`config.mk`:
```
export PLATFORM = sky130hd
export DESIGN_NAME = sec_code_unit
export DESIGN_NICKNAME = d
export VERILOG_FILES = /design/src/rtl/sec_code_pkg.sv /design/src/rtl/sec_code_shift.sv /design/src/rtl/sec_code_ctrl.sv /design/src/rtl/sec_code_unit.sv
export SDC_FILE = /design/constraint.sdc
export NUM_CORES = 1
export LEC_CHECK = 0
export ABC_AREA = 1
export BUFFER_PORTS_ARGS = -buffer_cell sky130_fd_sc_hd__buf_4
export CORE_UTILIZATION = 57
export DETAILED_ROUTE_END_ITERATION = 16
export GPL_TIMING_DRIVEN = 0
export PLACE_DENSITY = 0.74
export SYNTH_ARGS = -nofsm -noshare
export SYNTH_HDL_FRONTEND = slang
export SYNTH_SLANG_ARGS = --single-unit
```
`constraint.sdc`:
```
create_clock -name clk -period 1.5 [get_ports clk]
set_input_delay 0.075 -clock clk [delete_from_list [all_inputs] [get_ports clk]]
set_output_delay 0.075 -clock clk [all_outputs]
set_load 0.03 [all_outputs]
```
`src/rtl/sec_code_pkg.sv`:
```
package sec_code_pkg;

  // Strobes from the control to the shift datapath
  typedef struct packed {
    logic shiftEn;   // accept one candidate bit this cycle
    logic seqClear;  // presentation ended: restart shift state
  } seqCtrl_t;

endpackage

```
`src/rtl/sec_code_shift.sv`:
```
module sec_code_shift
  import sec_code_pkg::*;
#(
  parameter int              CODE_W   = 16,
  parameter logic [CODE_W-1:0] REF_CODE = 16'hA5C3
) (
  input  logic     clk,
  input  logic     rstN,
  input  seqCtrl_t ctrl,
  input  logic     bitIn,
  output logic     seqPass
);

  localparam int CNT_W = $clog2(CODE_W + 1);
  localparam logic [CNT_W-1:0] FULL_CNT = CNT_W'(CODE_W);

  logic [CNT_W-1:0]  bitCount;
  logic              matchOk;
  logic [CODE_W-1:0] expectReg;   // reference, consumed from the top bit down

  always_ff @(posedge clk or negedge rstN) begin
    if (!rstN) begin
      bitCount  <= '0;
      matchOk   <= 1'b1;
      expectReg <= REF_CODE;
    end else if (ctrl.seqClear) begin
      bitCount  <= '0;
      matchOk   <= 1'b1;
      expectReg <= REF_CODE;
    end else if (ctrl.shiftEn) begin
      if (bitCount == FULL_CNT) begin
        matchOk <= 1'b0;            // overrun: too many bits
      end else begin
        if (bitIn != expectReg[CODE_W-1]) matchOk <= 1'b0;
        expectReg <= {expectReg[CODE_W-2:0], 1'b0};
        bitCount  <= bitCount + 1'b1;
      end
    end
  end

  assign seqPass = matchOk && (bitCount == FULL_CNT);


  cnt_bound_chk: assert property (@(posedge clk) disable iff (!rstN)
    bitCount <= FULL_CNT);


  seq_clear_chk: assert property (@(posedge clk) disable iff (!rstN)
    ctrl.seqClear |=> (bitCount == '0 && matchOk));

endmodule

```
`src/rtl/sec_code_ctrl.sv`:
```
module sec_code_ctrl
  import sec_code_pkg::*;
#(
  parameter int FAIL_LIMIT = 4
) (
  input  logic     clk,
  input  logic     rstN,
  input  logic     bitValid,
  input  logic     present,
  input  logic     seqPass,
  output seqCtrl_t ctrl,
  output logic     codeValid,
  output logic     locked
);

  // Thermometer tally standing in for non-volatile cells: erased at
  // manufacture, never touched by the supply reset.
  logic [FAIL_LIMIT-1:0] failCells = '0;
  logic                  evalNow;

  assign locked  = failCells[FAIL_LIMIT-1];
  assign evalNow = present && !locked;

  assign ctrl.shiftEn  = bitValid && !present && !locked;
  assign ctrl.seqClear = present;

  always_ff @(posedge clk) begin
    if (evalNow) begin
      if (seqPass) failCells <= '0;
      else         failCells <= {failCells[FAIL_LIMIT-2:0], 1'b1};
    end
  end

  always_ff @(posedge clk or negedge rstN) begin
    if (!rstN)        codeValid <= 1'b0;
    else if (evalNow) codeValid <= seqPass;
  end


  fail_therm_chk: assert property (@(posedge clk) disable iff (!rstN)
    (failCells & (failCells + 1'b1)) == '0);


  lock_sticky_chk: assert property (@(posedge clk) disable iff (!rstN)
    $past(locked) |-> locked);


  lock_no_valid_chk: assert property (@(posedge clk) disable iff (!rstN)
    locked |-> !codeValid);


  valid_rise_chk: assert property (@(posedge clk) disable iff (!rstN)
    (codeValid && !$past(codeValid)) |-> $past(present));


  pass_clear_chk: assert property (@(posedge clk) disable iff (!rstN)
    (present && !locked && seqPass) |=> (failCells == '0));

endmodule

```
`src/rtl/sec_code_unit.sv`:
```
module sec_code_unit #(
  parameter int                CODE_W     = 16,
  parameter logic [CODE_W-1:0] REF_CODE   = 16'hA5C3,
  parameter int                FAIL_LIMIT = 4
) (
  input  logic clk,
  input  logic rstN,
  input  logic bitValid,
  input  logic bitIn,
  input  logic present,
  input  logic personalized,
  output logic codeValid,
  output logic locked,
  output logic issuerOpen,
  output logic appOpen
);

  sec_code_pkg::seqCtrl_t ctrl;
  logic seqPass;

  sec_code_ctrl #(.FAIL_LIMIT(FAIL_LIMIT)) u_ctrl (
    .clk       (clk),
    .rstN      (rstN),
    .bitValid  (bitValid),
    .present   (present),
    .seqPass   (seqPass),
    .ctrl      (ctrl),
    .codeValid (codeValid),
    .locked    (locked)
  );

  sec_code_shift #(.CODE_W(CODE_W), .REF_CODE(REF_CODE)) u_shift (
    .clk     (clk),
    .rstN    (rstN),
    .ctrl    (ctrl),
    .bitIn   (bitIn),
    .seqPass (seqPass)
  );

  // grant routing by personalization state
  assign issuerOpen = codeValid && !personalized;
  assign appOpen    = codeValid &&  personalized;

endmodule

```
==> results.md <==
- Final RePlAce weighted congestion: 0.770
- Leakage power total: 0.712 nW
- Worst EP arrival: 1.63 ns
- Reg-to-reg slack, setup: 0.14 ns
- First-pass GRT wire length: 3830 um
- Detail Route Antenna Nets: 0
- Worst slew pin tran: 0.465 ns
- Post-route cell area: 1460 um^2
- Seq pwr share: 62.5%
- Cells after Synth: 143
- Avg Cell Area, Syn: 9.05 um^2
- Die Span Y: 49.6 um
- Vias/cell: 4.87
- RSZ-0062 raised after global routing: yes
- Peak supply drop: 705 uV
- Number of library cell types mapped by synthesis: 21
- Wirelength per Cell: 12.0 um
- Core Region: 2040 um^2
- Synth top area share: 27.1%
- Chip width: 49.6 um
- Cell area power density: 887 nW/um^2
- Clock root cell: clkbuf_4
- Post-route minimum period: 1.36 ns
- Total CTS buffers: 3
- Number of global-route vias before repair: 883
- Power Internal: 0.956 mW
- Fillers: 172
- Final WL: 2220 um
- Area leader, netlist: dfrtp_1
- Top cells by area, synth: dfrtp_1 (27%), dfstp_2 (18%), nand2_1 (16%)
- Post-DP HPWL: 1580 um
- DR pass1 iterations: 4
- Area added between synthesis and finish: 12.5%
- Switching power: 0.334 mW
- Post-place setup slack: 0.0868 ns
- Setup CP Type: flop to flop
- Post-synthesis sequential area ratio: 54.6%
- Worst R2R Path Depth: 9
- Share of cells above drive strength 1: 29.6%
- CP Capture Type: flop
- Worst slew margin: 68.9%
- TritonCTS clock tree: done
- Max Cap Violations: 0
- Final net count: 168
- Clock power frac: 24.9%
- Starting Density: 63.4%
- Largest net degree at the start of global routing: 24
- Setup WS post-layout: 0.143 ns
- Fin crit share: 90.4%
- FP Rows: 16
- Mapped Nets: 151
- Final hold violations: 0
- Most common cell in the synthesized netlist: nand2_1
- Commonest cells in the netlist: nand2_1 (56), dfrtp_1 (14), inv_1 (13)
- Setup TNS: 0 ns
- # port buffers: 8
- FFs w/ async S/R, synth: 85.2%
- Clock Skew: 0.00461 ns
- Hold_sp: present
- Critical Path RT: 1.77 ns
- Ant diodes: 0
- GRT Overall Usage: 20.5%
- DRC viols: 0
- Longest Clk Path Bufs: 2
- Clock Pin Slew Worst Setup and Hold Paths: 0.15 ns
- Clk_lat worst skew: 0.32 ns
- Placed cell areas: 1390 um^2
- Final Slew Violations: 0
- IO Pins: 10
- Comb pwr share: 12.5%
- Final std cells w/o fill: 186
- Worst hold path type: primary input to flop
- Final-report setup violation count: 0
- Crit Path Max Fanout: 4
- Gr ovfl total: 0
- Min-Delay Endpoint: u_shift.expectReg[0]$_DFFE_PN1P_
- Mapped Area: 1290 um^2
- CTS sink count: 27
- Overall Power: 1.29 mW
- YS warnings: 0
- Status: finished clean
- Worst setup SP type: flop
- Reg2reg end: u_shift.bitCount[1]$_DFFE_PN0P_
- FMAX: 0.737 GHz
- DRT iter0 DRCs: 15
- FF+latch count, synth: 27
- Worst hold path depth: 3
- Sw frac: 25.9%
- Placed cells: 178
- Post-synth EDFFs: 4
- Primary FF master, synth: dfrtp_1
- Worst reg2reg startpoint: u_shift.bitCount[0]$_DFFE_PN0P_
- Via count: 906
- Die area: 2460 um^2
- Initial antenna violation count: 0
- H-tree levels: 1
==> area by class of cell <==
class | count | area [um^2] | area share (%)
clock buffers | 3 | 22.5 | 1.55
repair buffers | 11 | 85.1 | 5.85
inverters | 14 | 55.1 | 3.78
plain buffers | 5 | 56.3 | 3.87
well taps | 27 | 33.8 | 2.32
flip-flops and latches | 27 | 707 | 48.6
multi-input cells | 98 | 489 | 33.6
clock inverters | 1 | 6.26 | 0.430
==> repair_timing <==
item / in CTS / in global routing
setup buffers: 0 / 2
resized for setup: 0 / 2
hold buffers: 1 / 0
endpoints found under the hold margin: 23 / 0
endpoints found under the setup margin: 0 / 17
==> power groups by stage <==
stage                     Sequential (mW)  Combinational, mW  Clock (mW)
after floorplan                     0.821             0.0996           0
after global placement              0.819              0.149           0
after detailed placement            0.822              0.153           0
after CTS                           0.809              0.155       0.329
after global routing                0.811              0.182       0.356
final                               0.806              0.162       0.322
==> layer usage <==
layer,vias up,GRT usage [%],wire length (um)
met5,-,0,0
met4,0,4.29,19
met3,2,3.70,71
met2,16,34.7,1090
met1,409,27.6,1040
li1,479,-,-
==> through the flow <==
stage               hold WS [ns]  utilization (%)
floorplan                 -0.221                -
global placement         -0.0189             68.0
detailed placement       -0.0177             68.0
CTS                       0.0326             69.9
global route              0.0388             71.3
finish                    0.0421             71.3
==> how the worst max path moves through the flow <==
| stage | start | endpoint | slack (ns) | cells past startpoint |
|---|---|---|---|---|
| 2_1_floorplan | u_ctrl.failCells[3]$_SDFFCE_PP0P_ | u_ctrl.failCells[0]$_DFFE_PP_ | 0.27 | 1 |
| 3_3_place_gp | u_shift.bitCount[0]$_DFFE_PN0P_ | u_shift.expectReg[14]$_DFFE_PN0P_ | 0.12 | 9 |
| 3_5_place_dp | u_shift.bitCount[0]$_DFFE_PN0P_ | u_shift.bitCount[1]$_DFFE_PN0P_ | 0.09 | 9 |
| 4_1_cts | u_shift.bitCount[0]$_DFFE_PN0P_ | u_shift.expectReg[11]$_DFFE_PN0P_ | 0.06 | 9 |
| 5_1_grt | u_shift.bitCount[0]$_DFFE_PN0P_ | u_ctrl.failCells[2]$_SDFFCE_PP0P_ | -0.004 | 7 |
| 6_report | u_shift.bitCount[0]$_DFFE_PN0P_ | u_shift.bitCount[1]$_DFFE_PN0P_ | 0.14 | 9 |
==> state kept, by name, indices dropped and copies added, names as in the netlist <==
signal	flops
u_ctrl.failCells	4
u_shift.matchOk	1
u_ctrl.codeValid	1
u_shift.bitCount	5
u_shift.expectReg	16
==> critical path, cell delays in order, from the launching register on <==
cell and delay (ns):
dfrtp_1 0.40, inv_1 0.06, ha_1 0.20, nand2_1 0.06, inv_1 0.07, nand2_1 0.09, nand2_2 0.11, nor2_4 0.17
nand2_1 0.07, nand2_1 0.06
==> cells in the final DEF, fill, tap and decap left out <==
cell type	instances
nand4_1	2
clkbuf_4	3
inv_4	2
o21ai_1	1
nand3_2	1
nand3_1	6
nand2_2	3
o21ai_0	2
nor2_4	2
nand2_4	1
nand2_1	55
or2_2	1
a21oi_1	1
buf_6	5
buf_4	10
nor2_1	11
dlygate4sd3_1	1
dfrtp_1	14
inv_1	13
dfstp_2	9
ha_1	2
edfxtp_1	4
o21ai_2	9
nor2_2	1
==> cells by family (layout without fill, tap and decap cells) <==
kind of cell,count (synthesis),after routing,share of synthesized area (%)
buffers and inverters,19,34,8.61
flip-flops,27,27,54.6
AO/OA/AOI/OAI,13,13,7.64
AND/OR/NAND/NOR,82,83,27.2
adder cells (fa/ha/maj),2,2,1.93
(Power assumes the default switching activity.)
